==> src/rtl/qpsk_sign_pkg.sv <==
package qpsk_sign_pkg;

    localparam int SAMPLES_PER_SYM = 8;
    localparam int DECIM           = 2;
    localparam int POL_PER_SYM     = SAMPLES_PER_SYM / DECIM;
    localparam int CNT_W           = $clog2(SAMPLES_PER_SYM);
    localparam int SLOT_W          = CNT_W - $clog2(DECIM);
    localparam int NUM_REF         = 4;

    // bit set = negative sample; MSB holds position 1, LSB position 7
    typedef logic [POL_PER_SYM-1:0] sign_word_t;
    typedef logic [1:0]             dibit_t;

    typedef struct packed {
        sign_word_t pat;
        dibit_t     sym;
    } ref_entry_t;

    function automatic ref_entry_t ref_entry(input int unsigned k);
        ref_entry_t e;
        case (k)
            0:       e = '{pat: 4'b0110, sym: 2'b00};
            1:       e = '{pat: 4'b1100, sym: 2'b01};
            2:       e = '{pat: 4'b1001, sym: 2'b11};
            default: e = '{pat: 4'b0011, sym: 2'b10};
        endcase
        return e;
    endfunction

endpackage

==> src/rtl/sign_slicer.sv <==
module sign_slicer #(
    parameter int SAMPLE_W = 12
) (
    input  logic signed [SAMPLE_W-1:0] sample,
    output logic                       is_neg
);
    // zero has a clear MSB and therefore falls on the positive side
    assign is_neg = sample[SAMPLE_W-1];
endmodule

==> src/rtl/polarity_collector.sv <==
module polarity_collector
    import qpsk_sign_pkg::*;
(
    input  logic       clk,
    input  logic       rst,
    input  logic       acc,
    input  logic       start,
    input  logic       is_neg,
    output logic       word_done,
    output sign_word_t word
);
    logic [CNT_W-1:0]  pos_q;
    logic [CNT_W-1:0]  pos;
    logic [SLOT_W-1:0] slot;
    logic              used;
    logic [POL_PER_SYM-2:0] pol_q;

    assign pos  = start ? '0 : pos_q;
    assign used = (pos % CNT_W'(DECIM)) == CNT_W'(DECIM - 1);
    assign slot = SLOT_W'(pos / CNT_W'(DECIM));

    always_ff @(posedge clk) begin
        if (rst)
            pos_q <= '0;
        else if (acc)
            pos_q <= (pos == CNT_W'(SAMPLES_PER_SYM - 1)) ? '0 : pos + 1'b1;
    end

    genvar s;
    generate
        for (s = 0; s < POL_PER_SYM - 1; s++) begin : g_slot
            always_ff @(posedge clk) begin
                if (rst)
                    pol_q[s] <= 1'b0;
                else if (acc && used && slot == SLOT_W'(s))
                    pol_q[s] <= is_neg;
            end
            assign word[POL_PER_SYM-1-s] = pol_q[s];
        end
    endgenerate

    assign word[0]   = is_neg;
    assign word_done = acc && (pos == CNT_W'(SAMPLES_PER_SYM - 1));


    hold_when_idle_chk: assert property (@(posedge clk) disable iff (rst)
        !acc |=> $stable(pos_q));


    restart_pos_chk: assert property (@(posedge clk) disable iff (rst)
        (acc && start) |=> (pos_q == CNT_W'(1)));

endmodule

==> src/rtl/pattern_matcher.sv <==
module pattern_matcher
    import qpsk_sign_pkg::*;
(
    input  sign_word_t word,
    output logic       hit,
    output dibit_t     sym
);
    logic [NUM_REF-1:0] hits;

    genvar k;
    generate
        for (k = 0; k < NUM_REF; k++) begin : g_ref
            assign hits[k] = (word == ref_entry(k).pat);
        end
    endgenerate

    always_comb begin
        sym = '0;
        for (int i = 0; i < NUM_REF; i++)
            if (hits[i]) sym = sym | ref_entry(i).sym;
    end

    assign hit = |hits;


    always_comb begin
        ref_unique_chk: assert ($onehot0(hits));
    end

endmodule

==> src/rtl/qpsk_sign_demod.sv <==
module qpsk_sign_demod
    import qpsk_sign_pkg::*;
#(
    parameter int SAMPLE_W = 12
) (
    input  logic                clk,
    input  logic                rst,
    input  logic [SAMPLE_W-1:0] smp_data,
    input  logic                smp_valid,
    input  logic                smp_start,
    output logic [1:0]          sym_dibit,
    output logic                sym_valid,
    output logic                sym_nomatch
);
    logic       is_neg;
    logic       word_done;
    sign_word_t word;
    logic       hit;
    dibit_t     match_sym;

    sign_slicer #(.SAMPLE_W(SAMPLE_W)) u_slice (
        .sample (smp_data),
        .is_neg (is_neg)
    );

    polarity_collector u_coll (
        .clk       (clk),
        .rst       (rst),
        .acc       (smp_valid),
        .start     (smp_start),
        .is_neg    (is_neg),
        .word_done (word_done),
        .word      (word)
    );

    pattern_matcher u_match (
        .word (word),
        .hit  (hit),
        .sym  (match_sym)
    );

    always_ff @(posedge clk) begin
        if (rst) begin
            sym_dibit   <= '0;
            sym_valid   <= 1'b0;
            sym_nomatch <= 1'b0;
        end else begin
            sym_valid   <= word_done && hit;
            sym_nomatch <= word_done && !hit;
            if (word_done && hit)
                sym_dibit <= match_sym;
        end
    end


    one_outcome_chk: assert property (@(posedge clk) disable iff (rst)
        word_done |=> (sym_valid ^ sym_nomatch));


    strobe_source_chk: assert property (@(posedge clk) disable iff (rst)
        (sym_valid || sym_nomatch) |-> $past(word_done));


    single_pulse_chk: assert property (@(posedge clk) disable iff (rst)
        sym_valid |=> !sym_valid);


    nomatch_hold_chk: assert property (@(posedge clk) disable iff (rst)
        sym_nomatch |-> $stable(sym_dibit));

endmodule

==> config.mk <==
export PLATFORM = sky130hd
export DESIGN_NAME = qpsk_sign_demod
export DESIGN_NICKNAME = d
export VERILOG_FILES = /design/src/rtl/qpsk_sign_pkg.sv /design/src/rtl/sign_slicer.sv /design/src/rtl/polarity_collector.sv /design/src/rtl/pattern_matcher.sv /design/src/rtl/qpsk_sign_demod.sv
export SDC_FILE = /design/constraint.sdc
export NUM_CORES = 1
export LEC_CHECK = 0
export ABC_AREA = 1
export BUFFER_PORTS_ARGS = -buffer_cell sky130_fd_sc_hd__buf_2
export CAP_MARGIN = 20
export CORE_AREA = 2 2 39 41
export DETAILED_ROUTE_END_ITERATION = 10
export DIE_AREA = 0 0 41 43
export GPL_TIMING_DRIVEN = 0
export PLACE_DENSITY = 0.68
export SYNTH_ARGS = -nofsm -noshare
export SYNTH_HDL_FRONTEND = slang
export SYNTH_HIERARCHICAL = 1
export SYNTH_SLANG_ARGS = --single-unit
==> constraint.sdc <==
create_clock -name clk -period 1.1 [get_ports clk]
set_input_delay 0.165 -clock clk [delete_from_list [all_inputs] [get_ports clk]]
set_output_delay 0.165 -clock clk [all_outputs]
set_load 0.05 [all_outputs]
==> results of run 1 <==
[final cells by class]
class                   count  area (sq um)
clock buffers               3         22.52
inverters                  15         56.30
fillers                   150         750.7
flip-flops and latches     10         202.7
multi-input cells          51         259.0
repair buffers             10         57.56
well taps                  16         20.02
plain buffers               2         15.01
[sequential cells by signal (all words and copies together), names as in the netlist]
name / flops
sym_valid: 1
sym_nomatch: 1
u_coll/word: 3
u_coll/pos_q: 3
sym_dibit: 2
[power by group through the flow]
| stage | sequential [mW] | combinational, mW | clock [mW] |
|---|---|---|---|
| 2_1_floorplan | 0.384 | 0.0462 | 0 |
| 3_3_place_gp | 0.386 | 0.0635 | 0 |
| 3_5_place_dp | 0.386 | 0.0643 | 0 |
| 4_1_cts | 0.377 | 0.0726 | 0.253 |
| 5_1_grt | 0.379 | 0.0878 | 0.267 |
| 6_report | 0.378 | 0.0766 | 0.239 |
[repair_timing]
item | CTS | global route
gates cloned | 0 | 0
setup buffers | 2 | 1
endpoints found under the setup margin | 2 | 2
gates resized for setup | 3 | 8
pin swaps | 1 | 5
hold endpoints to repair | 0 | 0
[cell usage after synthesis, drive strengths merged]
master / instances
nand2: 21
nor2: 16
inv: 15
dfxtp: 10
a21oi: 6
nand3: 3
buf: 2
o21ai: 2
a211oi: 1
ha: 1
nor3: 1
[final timing paths]
kind / start / cells past startpoint / end
worst min register to register: u_coll/word[1] / 2 / u_coll/word[1]
worst min-delay path: rst / 2 / u_coll/pos_q[1]
worst max register to register: u_coll/pos_q[1] / 9 / sym_dibit[0]
worst max-delay path: u_coll/pos_q[1] / 9 / sym_dibit[0]
[routing by layer]
layer  global-route usage  share of wire  vias to the layer above
met5                    0              0                        -
met4              0.06000              0                        0
met3              0.04712          0.038                        0
met2               0.1469           0.45                        7
met1               0.1738           0.51                      212
li1                     -              -                      264
[kinds of logic after synthesis]
| family | share of synthesized area |
|---|---|
| AOI/OAI and AO/OA | 0.09360 |
| DFF | 0.3941 |
| and+or+nand+nor | 0.3473 |
| buffers and inverters | 0.1404 |
| adders and majority gates | 0.02463 |
[per-stage QoR]
stage	utilization	setup WS, ns	std cells
2_1_floorplan	-	0.04548	78
3_3_place_gp	0.4069	-0.06441	101
3_5_place_dp	0.4069	-0.08195	101
4_1_cts	0.4358	0.007390	106
5_1_grt	0.4575	-0.1283	107
6_report	0.4575	-0.04377	107
==> out/summary.txt, run 1 <==
Worst Hold Margin: 0.1252 ns
Area Overhead vs Synth: 24.63%
sequential share of the synthesized area: 0.3941
cts bufs inserted: 3
vias: 483
CTS H-tree depth: 1
final setup vio count: 2
Synth area leader: dfxtp_1
largest net degree at the start of global routing: 9
CP bufs+invs: 1
PnR worst setup slack: -0.04377 ns
Hold Violations, Final: 0
# clock sinks: 10
Clk pin slew, worst setup/hold paths: 0.06 ns
Setup CP Type: flip-flop to flip-flop
residual DRC count: 0
part of the power in the clock network: 0.345
failing checks: negative setup slack
crit-path leading delay family: simple AND/OR/NAND/NOR gates
hpwl dp: 659.3 um
share of cells above drive strength 1: 0.3187
vias in the first global route: 380
R2R setup slack: -0.04 ns
PD cells: 1096 nW/um^2
crit path max fanout: 5
Final Skew: 0.002542 ns
slew at the pin closest to its max-slew limit: 0.2500 ns
total negative slack: -0.08092 ns
clk_lat worst skew: 0.26 ns
gpl congestion: 0.7278
outcome: finished, violations left
post-synth top area share: 0.3941
die area: 1763 sq um
Worst Hold Class: primary input to flip-flop
dpl cell area: 563.0 sq um
Syn Nets: 95
final wirelength: 900 um
element type at the critical path end: flip-flop
Cells after Synth: 78
Peak supply drop: 0.0005014 V
CP cell instances: nand2_2, nor2_2, ha_2, nand2_2, inv_2, nand2_4, nand2_2, nand2_1, nor2_1
period utilization: 1.040
FF+latch count, synth: 10
routed len/inst: 8.411 um
aggregate global routing overflow: 0
switching power total: 164.9 uW
Die Width: 41 um
Root Buffer: clkbuf_4
P_int: 529.0 uW
syn avg cell area: 6.513 sq um
Mapped Area: 508.0 sq um
Core Area: 1384 sq um
number of diodes: 0
height of the die: 43 um
Worst path most repeated cell: nand2_2
Switching Share: 0.2376
Vias/cell: 4.514
post-synth cell types: 13
drt first pass iters: 4
WP data required: 1.30 ns
Max Slew Vio Count: 0
# IOs: 20
RSZ-0062 raised after global routing: true
fmax: 0.8743 GHz
antenna violations before repair: 0
GRT Total Usage: 0.1192
fin area: 633.1 sq um
I/O Buffers: 7
Final ANT Viol Nets: 0
Design Power: 693.9 uW
Synth area leaders: dfxtp_1 (39%), nand2_1 (14%), inv_1 (11%)
CP Launch Type: flip-flop
Comb power frac: 0.110
DR iter-0 viols: 5
yosys warns: 6
static leakage: 0.3463 nW
Row Count: 14
Critical Path AT: 1.34 ns
commonest non-fill, non-tap cells in the layout: nand2_1 (16), inv_1 (14), nor2_1 (12)
Tmin final: 1.144 ns
Max Root-Sink Buffers: 2
Final nets: 110
Worst path slowest cell: dfxtp_2
TritonCTS clock tree: built
starting density of the core: 0.3671
most common cell after layout, fill and taps aside: nand2_1
Critical Path Max Stage Delay: 0.34 ns
hold_buf cts: 0
worst rel slew slack: 0.8345
global-route wire length before repair: 1421 um
Reg power frac: 0.545
Max Cap Viol: 0
(Power assumes the default switching activity.)
==> inputs of run 2 (changes only) <==
--- a/config.mk
+++ b/config.mk
@@ -12,7 +12,7 @@
 export DETAILED_ROUTE_END_ITERATION = 10
 export DIE_AREA = 0 0 41 43
 export GPL_TIMING_DRIVEN = 0
-export PLACE_DENSITY = 0.68
+export PLACE_DENSITY = 0.65
 export SYNTH_ARGS = -nofsm -noshare
 export SYNTH_HDL_FRONTEND = slang
 export SYNTH_HIERARCHICAL = 1
==> constraint.sdc (replaced) <==
create_clock -name clk -period 1.3 [get_ports clk]
set_input_delay 0.195 -clock clk [delete_from_list [all_inputs] [get_ports clk]]
set_output_delay 0.195 -clock clk [all_outputs]
set_load 0.05 [all_outputs]
==> run 2 against run 1 <==
Net effect:
- the flow now finishes without violations
- clock skew is 0.0028 ns higher
- critical path depth is 1 lower
- routed wire length is 7.7% lower
- worst setup slack better by 0.20 ns
- clock-buffer cell count stayed put
- sequential cell count stayed put
- die area stayed put
- core utilization is 3.3 points lower
- via count is 5.6% lower
- register-to-register slack better by 0.20 ns
- sequential power is 15% lower
- sequential share of layout area is 2.3 points higher
- highest routed layer is now met4
==> out/summary.txt, run 2 (same netlist as run 1, synthesis figures left out) <==
number of diodes: 0 (unchanged)
PnR worst setup slack: 0.1535 ns (+0.1973 ns)
PD cells: 985.9 nW/um^2 (-10%)
fmax: 0.8722 GHz (-0.24%)
starting density of the core: 0.3671 (unchanged)
fin area: 586.8 sq um (-7.3%)
share of cells above drive strength 1: 0.1932 (-0.1255)
Worst path slowest cell: dfxtp_2
Final Skew: 0.005382 ns (+0.002840 ns)
clk_lat worst skew: 0.26 ns (about the same)
Critical Path AT: 1.30 ns (-0.04 ns)
routed len/inst: 7.990 um (-5.0%)
Reg power frac: 0.553 (+0.008)
crit path max fanout: 5 (unchanged)
GRT Total Usage: 0.1232 (+0.004040)
Root Buffer: clkbuf_4
DR WL met2: 353 um (-13%)
commonest non-fill, non-tap cells in the layout: nand2_1 (19), nor2_1 (15), inv_1 (15)
TritonCTS clock tree: built
RR Startpoint: u_coll/pos_q[1]
Core Area: 1384 sq um (unchanged)
Vias/cell: 4.385 (-2.9%)
cts bufs inserted: 3 (unchanged)
Hold EP: u_coll/pos_q[1]
dpl cell area: 563.0 sq um (unchanged)
I/O Buffers: 7 (unchanged)
final wirelength: 831 um (-7.7%)
switching power total: 137.1 uW (-17%)
Die Width: 41 um (unchanged)
residual DRC count: 0 (unchanged)
RSZ-0062 raised after global routing: false
WL met1: 440 um (-3.7%)
Row Count: 14 (unchanged)
top sig layer: met4
CP Launch Type: flip-flop
total negative slack: 0 ns (+0.08092 ns)
Post-Place Worst Slack: 0.09469 ns (+0.1766 ns)
Clk pin slew, worst setup/hold paths: 0.06 ns (about the same)
vias in the first global route: 378 (-0.53%)
multi-input logic area: 236.5 sq um (-8.7%)
Worst path most repeated cell: nor2_1
worst r2r dst: sym_dibit[1]
slew at the pin closest to its max-slew limit: 0.2369 ns (-0.01312 ns)
largest net degree at the start of global routing: 9 (unchanged)
met3 wire len: 30 um (-12%)
part of the power in the clock network: 0.353 (+0.008)
most common cell after layout, fill and taps aside: nand2_1
P_int: 441.5 uW (-17%)
Register Area: 201.4 sq um (-0.62%)
post-CTS setup buffers: 0 (-2)
WP data required: 1.45 ns (+0.15 ns)
Hold Path Stages: 2 (unchanged)
Final ANT Viol Nets: 0 (unchanged)
aggregate global routing overflow: 0 (unchanged)
FILL cells: 144 (-4.0%)
Max Root-Sink Buffers: 2 (unchanged)
Comb power frac: 0.094 (-0.016)
vias: 456 (-5.6%)
hold path start: rst
Worst Hold Margin: 0.1544 ns (+0.02920 ns)
Switching Share: 0.2369 (-0.0006454)
drt first pass iters: 4 (unchanged)
cts repair resizes: 0 (-3)
hpwl dp: 641.2 um (-2.7%)
CP bufs+invs: 1 (unchanged)
static leakage: 0.3254 nW (-6.0%)
outcome: finished clean
Hold Violations, Final: 0 (unchanged)
die area: 1763 sq um (unchanged)
Max Slew Vio Count: 0 (unchanged)
# clock sinks: 10 (unchanged)
Critical Path Max Stage Delay: 0.36 ns (+0.02 ns)
Worst Hold Class: primary input to flip-flop
Final nets: 107 (-2.7%)
DR iter-0 viols: 13 (+8)
crit-path leading delay family: simple AND/OR/NAND/NOR gates
period utilization: 0.8819 (-0.1579)
element type at the critical path end: flip-flop
height of the die: 43 um (unchanged)
global-route wire length before repair: 1462 um (+2.9%)
CTS H-tree depth: 1 (unchanged)
Max Cap Viol: 0 (unchanged)
gpl congestion: 0.6959 (-4.4%)
R2R setup slack: 0.15 ns (+0.20 ns)
Peak supply drop: 0.0005037 V (+0.47%)
Area Overhead vs Synth: 15.52%
CP cell instances: nand2_1, nor2_1, ha_1, nand2_1, inv_1, nand2_2, nor2_1, nor2_1
antenna violations before repair: 0 (unchanged)
Setup CP Type: flip-flop to flip-flop
hold_buf cts: 0 (unchanged)
final setup vio count: 0 (-2)
fin util: 0.4241 (-0.03345)
Tmin final: 1.146 ns (+0.002722 ns)
worst rel slew slack: 0.8404 (+0.005927)
Reg2Reg Depth: 8 (-1)
# IOs: 20 (unchanged)
[run 2: how the worst max path moves through the flow]
stage | start | slack (ns) | depth (start not counted) | endpoint
after floorplan | u_coll/pos_q[1] | 0.25 | 8 | sym_dibit[0]
after global placement | smp_start | 0.10 | 10 | sym_dibit[1]
after detailed placement | smp_start | 0.09 | 10 | sym_dibit[1]
after CTS | u_coll/pos_q[1] | 0.12 | 8 | sym_dibit[1]
after global routing | u_coll/pos_q[1] | 0.007 | 9 | sym_dibit[1]
final | u_coll/pos_q[1] | 0.15 | 8 | sym_dibit[1]
[run 2: metal layers]
metal / up-vias / global-route usage
met5: - / 0
met4: 0 / 0.08000
li1: 257 / -
met1: 190 / 0.1705
met3: 2 / 0.04712
met2: 7 / 0.1531
[run 2: power by group through the flow]
stage	sequential (mW)	combinational [mW]	clock (mW)
2_1_floorplan	0.325	0.0391	0
3_3_place_gp	0.326	0.0541	0
3_5_place_dp	0.326	0.0542	0
4_1_cts	0.320	0.0545	0.212
5_1_grt	0.320	0.0625	0.234
6_report	0.320	0.0546	0.204
[run 2: area by class of cell]
type	instances	share of cell area
buffer	2	0.02559
sequential	10	0.3433
clock buffer	3	0.03838
inverter	15	0.09595
timing repair buffer	7	0.05970
tap	16	0.03412
multi-input combinational	51	0.4030
[run 2: through the flow]
step / total power, mW / instances
after global routing: 0.6173 / 104
after detailed placement: 0.3806 / 101
after CTS: 0.5860 / 104
final: 0.5785 / 104
after floorplan: 0.3643 / 78
after global placement: 0.3806 / 101
